$ cat config.mk
export PLATFORM = sky130hd
export DESIGN_NAME = lfsr_gen
export DESIGN_NICKNAME = d
export VERILOG_FILES = /design/src/rtl/lfsr_pkg.sv /design/src/rtl/lfsr_rst_sync.sv /design/src/rtl/lfsr_feedback.sv /design/src/rtl/lfsr_seed_guard.sv /design/src/rtl/lfsr_gen.sv
export SDC_FILE = /design/constraint.sdc
export NUM_CORES = 1
export LEC_CHECK = 0
export ABC_AREA = 1
export BUFFER_PORTS_ARGS = -buffer_cell sky130_fd_sc_hd__buf_4
export CORE_AREA = 2 2 39 41
export DETAILED_ROUTE_END_ITERATION = 10
export DIE_AREA = 0 0 41 43
export PLACE_DENSITY = 0.43
export SETUP_SLACK_MARGIN = 0.2
export SLEW_MARGIN = 15
export SYNTH_ARGS = -nofsm -noshare
export SYNTH_HDL_FRONTEND = slang
export SYNTH_SLANG_ARGS = --single-unit
$ cat constraint.sdc
create_clock -name clk -period 0.8 [get_ports clk]
set_input_delay 0 -clock clk [delete_from_list [all_inputs] [get_ports clk]]
set_output_delay 0 -clock clk [all_outputs]
set_load 0.05 [all_outputs]
$ cat src/rtl/lfsr_pkg.sv
`timescale 1ns/1ps
package lfsr_pkg;

  // Highest feedback stage (bit index, stage 1 = bit 0).
  function automatic int unsigned tap_far(input int unsigned w);
    return w - 1;
  endfunction

  // Second feedback stage; the supported widths use the top two stages.
  function automatic int unsigned tap_near(input int unsigned w);
    case (w)
      4:       return 2;
      63:      return 61;
      default: return w - 2;
    endcase
  endfunction

endpackage

$ cat src/rtl/lfsr_rst_sync.sv
`timescale 1ns/1ps
module lfsr_rst_sync #(
  parameter int unsigned STAGES = 2
) (
  input  logic clk,
  input  logic arst_n,
  output logic rst_q_n
);
  logic [STAGES-1:0] sync_r;

  always_ff @(posedge clk or negedge arst_n) begin
    if (!arst_n) sync_r <= '0;
    else         sync_r <= {sync_r[STAGES-2:0], 1'b1};
  end

  assign rst_q_n = sync_r[STAGES-1];
endmodule

$ cat src/rtl/lfsr_feedback.sv
`timescale 1ns/1ps
module lfsr_feedback #(
  parameter int unsigned WIDTH = 4
) (
  input  logic [WIDTH-1:0] cur,
  input  logic             ext_mode,
  output logic             fb_bit
);
  import lfsr_pkg::*;
  localparam int unsigned FAR  = tap_far(WIDTH);
  localparam int unsigned NEAR = tap_near(WIDTH);

  logic base_fb;
  logic pre_ones;

  always_comb begin
    base_fb  = ~(cur[FAR] ^ cur[NEAR]);
    // State one step before all ones, or all ones itself: low W-1 bits set.
    pre_ones = &cur[WIDTH-2:0];
    fb_bit   = base_fb ^ (ext_mode & pre_ones);
  end
endmodule

$ cat src/rtl/lfsr_seed_guard.sv
`timescale 1ns/1ps
module lfsr_seed_guard #(
  parameter int unsigned WIDTH = 4
) (
  input  logic [WIDTH-1:0] seed_in,
  input  logic             ext_mode,
  output logic [WIDTH-1:0] seed_out
);
  always_comb begin
    seed_out = seed_in;
    if (!ext_mode) seed_out[0] = 1'b0;
  end
endmodule

$ cat src/rtl/lfsr_gen.sv
`timescale 1ns/1ps
module lfsr_gen #(
  parameter int unsigned WIDTH = 4
) (
  input  logic             clk,
  input  logic             rst_n,
  input  logic             en,
  input  logic             load,
  input  logic             ext_mode,
  input  logic [WIDTH-1:0] seed,
  output logic [WIDTH-1:0] state
);
  localparam logic [WIDTH-1:0] ONES     = '1;
  localparam logic [WIDTH-1:0] ONES_LO0 = {{(WIDTH-1){1'b1}}, 1'b0};

  logic             rst_q_n;
  logic             fb_bit;
  logic [WIDTH-1:0] seed_safe;
  logic [WIDTH-1:0] q_r;
  logic [WIDTH-1:0] q_nxt;
  logic             q_ce;

  lfsr_rst_sync #(.STAGES(2)) u_rst (
    .clk(clk), .arst_n(rst_n), .rst_q_n(rst_q_n)
  );

  lfsr_feedback #(.WIDTH(WIDTH)) u_fb (
    .cur(q_r), .ext_mode(ext_mode), .fb_bit(fb_bit)
  );

  lfsr_seed_guard #(.WIDTH(WIDTH)) u_guard (
    .seed_in(seed), .ext_mode(ext_mode), .seed_out(seed_safe)
  );

  // Next-state process
  always_comb begin
    q_ce  = load | en;
    q_nxt = q_r;
    if (load)    q_nxt = seed_safe;
    else if (en) q_nxt = {q_r[WIDTH-2:0], fb_bit};
  end

  // Register process
  always_ff @(posedge clk or negedge rst_q_n) begin
    if (!rst_q_n)  q_r <= '0;
    else if (q_ce) q_r <= q_nxt;
  end

  assign state = q_r;

  a_r3_short_never_enters_ones: assert property (@(posedge clk) disable iff (!rst_q_n)
    (en && !load && !ext_mode && state != ONES) |=> state != ONES);

  a_r5_short_load_clears_bit0: assert property (@(posedge clk) disable iff (!rst_q_n)
    (load && !ext_mode) |=> state[0] == 1'b0);

  a_r6_long_load_exact: assert property (@(posedge clk) disable iff (!rst_q_n)
    (load && ext_mode) |=> state == $past(seed));

  a_r8_idle_holds: assert property (@(posedge clk) disable iff (!rst_q_n)
    (!en && !load) |=> $stable(state));

  a_r9_short_lockup: assert property (@(posedge clk) disable iff (!rst_q_n)
    (en && !load && !ext_mode && state == ONES) |=> state == ONES);

  a_r10_long_exits_ones: assert property (@(posedge clk) disable iff (!rst_q_n)
    (en && !load && ext_mode && state == ONES) |=> state == ONES_LO0);
endmodule

==> impl_results.html <==
<table>
<tr><th>Metric</th><th>Value</th></tr>
<tr><th colspan="2">Timing</th></tr>
<tr><td>Final count of hold timing violations</td><td>1</td></tr>
<tr><td>PnR worst setup slack</td><td>-73.2 ps</td></tr>
<tr><td>Portion of the clock cycle consumed by the worst path in the final layout</td><td>109%</td></tr>
<tr><td>Post-layout min period</td><td>873 ps</td></tr>
<tr><td>Clock Skew</td><td>a little over 9 ps</td></tr>
<tr><td>Aggregate negative setup slack</td><td>-285 ps</td></tr>
<tr><td>Max Slew Vio Count</td><td>0</td></tr>
<tr><td>Final setup viols</td><td>7</td></tr>
<tr><td>Highest Clock Rate</td><td>1150 MHz</td></tr>
<tr><td>Hold Worst Slack</td><td>-11.3 ps</td></tr>
<tr><td>Setup repair after global routing missed its margin</td><td>true</td></tr>
<tr><th colspan="2">Critical path</th></tr>
<tr><td>Crit path max-delay family</td><td>flip-flops</td></tr>
<tr><td>Start point of the critical path</td><td>state[1]$_DFFE_PN0P_</td></tr>
<tr><td>Worst setup path class</td><td>reg2reg</td></tr>
<tr><td>Top fanout value on the critical path</td><td>3</td></tr>
<tr><td>Critical R2R Capture</td><td>state[2]$_DFFE_PN0P_</td></tr>
<tr><td>Worst path depth</td><td>3</td></tr>
<tr><td>Worst path bufs/invs</td><td>1</td></tr>
<tr><td>Start of the worst register-to-register path</td><td>state[1]$_DFFE_PN0P_</td></tr>
<tr><td>Series of cell instances along the critical path</td><td>buf_4 &gt; a21oi_1 &gt; o21ai_1</td></tr>
<tr><td>CP peak stage delay</td><td>420 ps</td></tr>
<tr><td>Critical Path End Type</td><td>flop</td></tr>
<tr><td>Setup slack on the worst flop-to-flop path</td><td>-70 ps</td></tr>
<tr><td>Reg2reg path depth</td><td>3</td></tr>
<tr><td>Arrival time reported for the critical path endpoint</td><td>1000 ps</td></tr>
<tr><td>Cell type of the slowest stage on the worst timing path</td><td>dfrtp_2</td></tr>
<tr><td>Startpoint class of the critical path</td><td>flop</td></tr>
<tr><td>WP data required</td><td>between 900 and 1000 ps</td></tr>
<tr><td>Worst setup path end</td><td>state[2]$_DFFE_PN0P_</td></tr>
<tr><th colspan="2">Power</th></tr>
<tr><td>Switching power share of the total</td><td>31.3%</td></tr>
<tr><td>Design Power</td><td>0.935 mW</td></tr>
<tr><td>Peak ir drop on the vdd network</td><td>around 0.76 mV</td></tr>
<tr><td>Pwr/cell area</td><td>2060 nW/µm²</td></tr>
<tr><td>Static leakage</td><td>between 0.2 and 0.25 nW</td></tr>
<tr><td>Internal Dissipation</td><td>0.642 mW</td></tr>
<tr><td>Switching power</td><td>0.293 mW</td></tr>
<tr><td>Combinational power share</td><td>28.1%</td></tr>
<tr><td>Reg power frac</td><td>39.6%</td></tr>
<tr><td>Share of total power in the clock network</td><td>between 30% and 40%</td></tr>
<tr><th colspan="2">Placement</th></tr>
<tr><td># port buffers</td><td>12</td></tr>
<tr><td>Gp weighted congestion</td><td>0.671</td></tr>
<tr><td>Placed insts</td><td>60</td></tr>
<tr><td>Detailed placement HPWL</td><td>around 500 µm</td></tr>
<tr><th colspan="2">Detailed routing</th></tr>
<tr><td>Detail-routed via count per cell</td><td>3.99</td></tr>
<tr><td>Final wirelength</td><td>633 µm</td></tr>
<tr><td>First-pass iteration count of the detailed router</td><td>4</td></tr>
<tr><td>Starting DRC count in detailed routing</td><td>3</td></tr>
<tr><td>Number of routed nets with antenna violations</td><td>0</td></tr>
<tr><td>Via count</td><td>267</td></tr>
<tr><td>Final routed DRC violation total</td><td>0</td></tr>
<tr><td>WL/cell</td><td>between 9 and 10 µm</td></tr>
<tr><th colspan="2">Final layout</th></tr>
<tr><td>Fin nets</td><td>61</td></tr>
<tr><td>Number of diodes</td><td>0</td></tr>
<tr><td>Count of placed standard cells in the final layout, fillers left out</td><td>between 60 and 70</td></tr>
<tr><td>Filler cells</td><td>157</td></tr>
<tr><td>Area growth from synthesis to final layout</td><td>67.3%</td></tr>
<tr><td>Fraction of layout instances using a drive strength above 1</td><td>47.1%</td></tr>
<tr><th colspan="2">Global routing</th></tr>
<tr><td>Wire length of the first global-routing pass</td><td>just over 900 µm</td></tr>
<tr><td>Number of global-route vias before repair</td><td>roughly 240</td></tr>
<tr><td>Number of antenna violations at the first check in global routing</td><td>0</td></tr>
<tr><td>Largest net degree at the start of global routing</td><td>7</td></tr>
<tr><td>Overflow after GRT</td><td>0</td></tr>
<tr><td>Overall global routing resource usage</td><td>8.19%</td></tr>
<tr><th colspan="2">Die</th></tr>
<tr><td>Site row count</td><td>14</td></tr>
<tr><td>Die area</td><td>around 1800 µm²</td></tr>
<tr><td>Top-Level Pins</td><td>13</td></tr>
<tr><td>Die H</td><td>43 µm</td></tr>
<tr><td>DIE WIDTH</td><td>41 µm</td></tr>
<tr><td>Initial cell density of the core</td><td>19.6%</td></tr>
<tr><td>Core box area</td><td>1380 µm²</td></tr>
<tr><th colspan="2">CTS</th></tr>
<tr><td>TritonCTS clock tree</td><td>yes</td></tr>
<tr><td>Clk Latency, worst-skew pair</td><td>250 ps</td></tr>
<tr><td>Root Buffer</td><td>clkbuf_4</td></tr>
<tr><td>Maximum buffer depth of the clock tree</td><td>2</td></tr>
<tr><td>Total clock buffers created by CTS</td><td>3</td></tr>
<tr><td>Number of H-tree branching levels</td><td>1</td></tr>
<tr><td>Sink count of the clock tree</td><td>6</td></tr>
<tr><td>Clock-pin slew reported for the worst setup and hold paths after clock tree synthesis</td><td>50 ps</td></tr>
<tr><th colspan="2">Synthesis</th></tr>
<tr><td>Fraction of the mapped netlist area in compound gates</td><td>8.29%</td></tr>
<tr><td>Adder-Cell Fraction of Synth Area</td><td>0%</td></tr>
<tr><td>Post-synthesis xor/xnor area fraction</td><td>0%</td></tr>
<tr><td>Post-Syn Area per Cell</td><td>8.48 µm²</td></tr>
<tr><td>Fraction of the mapped netlist area in simple logic gates</td><td>29.5%</td></tr>
<tr><td>Mapped Nets</td><td>41</td></tr>
<tr><td>Instance count of the mapped netlist</td><td>32</td></tr>
<tr><td>Synth top area cells</td><td>dfrtp_1, nand3_1, nand2_1, inv_1, a21oi_1</td></tr>
<tr><td>Mux cell area share after synthesis</td><td>0%</td></tr>
<tr><td>Area fraction of the dominant cell type after synthesis</td><td>55.3%</td></tr>
<tr><td>Cell type contributing the most total cell area after synthesis</td><td>dfrtp_1</td></tr>
<tr><td>Library cells used by synthesis</td><td>11</td></tr>
<tr><td>Combinational family with the most area after synthesis</td><td>simple AND/OR/NAND/NOR gates</td></tr>
<tr><td>Flip-flop and latch count after synthesis</td><td>6</td></tr>
<tr><td>Sequential area share after synthesis</td><td>a little under three fifths</td></tr>
<tr><td>YS warnings</td><td>0</td></tr>
<tr><td>Synth Cell Area</td><td>roughly 270 µm²</td></tr>
<tr><th colspan="2">Worst hold path</th></tr>
<tr><td>Class of the tightest hold or removal check</td><td>in2reg</td></tr>
<tr><th colspan="2">Run status</th></tr>
<tr><td>Status</td><td>complete, but fails checks</td></tr>
<tr><td>Failing checks</td><td>negative hold slack, negative setup slack</td></tr>
<tr><th colspan="2">Run</th></tr>
<tr><td>Maxcap violations</td><td>0</td></tr>
</table>
-- worst reg2reg max path: cells and delay by family, from the launching register on --
kind	cells	cell delay, ps
flip-flops	1	420
buffers and inverters	1	140
AO/OA/AOI/OAI	2	190
-- routing by layer --
| metal | up-vias | global-route usage (%) | wire (µm) |
|---|---|---|---|
| met5 | - | 0 | 0 |
| met4 | 0 | 6.00 | 0 |
| met3 | 0 | 3.14 | 54 |
| met2 | 12 | 11.9 | 289 |
| met1 | 116 | 9.21 | 288 |
| li1 | 139 | - | - |
-- stage by stage --
stage / cell area, µm² / utilization [%] / worst slack [ps]
finish: 454 / 32.8 / -73.2
floorplan: 282 / - / -178
global placement: 392 / 28.3 / -46.5
global route: 454 / 32.8 / -143
detailed placement: 392 / 28.3 / -63.2
CTS: 447 / 32.3 / -74.1
-- cell usage after synthesis, drive strengths merged --
master	n
nand2	7
a21oi	2
o211ai	1
inv	4
nor2	2
nand3	7
dfrtp	6
o21ai	1
conb	1
or2	1
-- timing repair --
action                                  CTS  global route
endpoints found under the setup margin    8             8
gates resized for setup                   3             0
pin swaps                                 1             0
buffers inserted                          1             1
hold buffers                              1             0
hold endpoints to repair                  4             0
-- cell families after synthesis --
group	Yosys count
AO/OA/AOI/OAI	4
flip-flops	6
buffers and inverters	4
AND/OR/NAND/NOR	17
other	1
-- power groups by stage --
stage,Combinational [mW],Clock [mW],Sequential [mW]
6_report,0.263,0.302,0.370
5_1_grt,0.284,0.326,0.375
4_1_cts,0.256,0.320,0.374
3_5_place_dp,0.227,0,0.378
3_3_place_gp,0.230,0,0.376
2_1_floorplan,0.0543,0,0.455
-- how the worst min path moves through the flow --
stage                                endpoint  cells past startpoint  slack, ps  startpoint
finish                   state[1]$_DFFE_PN0P_                      3        -10     seed[1]
global route             state[1]$_DFFE_PN0P_                      3         10     seed[1]
CTS                      state[1]$_DFFE_PN0P_                      3        -20     seed[1]
detailed placement  u_rst.sync_r[0]$_DFF_PN0_                      1       -220       rst_n
global placement    u_rst.sync_r[0]$_DFF_PN0_                      1       -220       rst_n
floorplan           u_rst.sync_r[0]$_DFF_PN0_                      0       -300       rst_n
-- area by class of cell --
| class | instances | area [µm²] | area share [%] |
|---|---|---|---|
| clock buffer | 4 | 26.3 | 5.79 |
| timing repair buffer | 15 | 126 | 27.8 |
| inverter | 4 | 15.0 | 3.31 |
| multi-input combinational | 22 | 111 | 24.5 |
| tap | 16 | 20.0 | 4.41 |
| sequential | 6 | 155 | 34.2 |
-- state kept, by name (all words and copies together), names as in the netlist --
name          cells
u_rst.sync_r      2
state             4
-- layout by cell type (no fill, tap or decap), types with 2 or more instances in the layout --
cell type,count
a21oi_1,2
clkbuf_4,3
nor2_1,2
nand2_1,6
dfrtp_1,2
buf_6,3
nand3_1,6
dfrtp_2,4
buf_4,11
inv_1,4
Note: power is estimated with default switching activity, not from simulation.
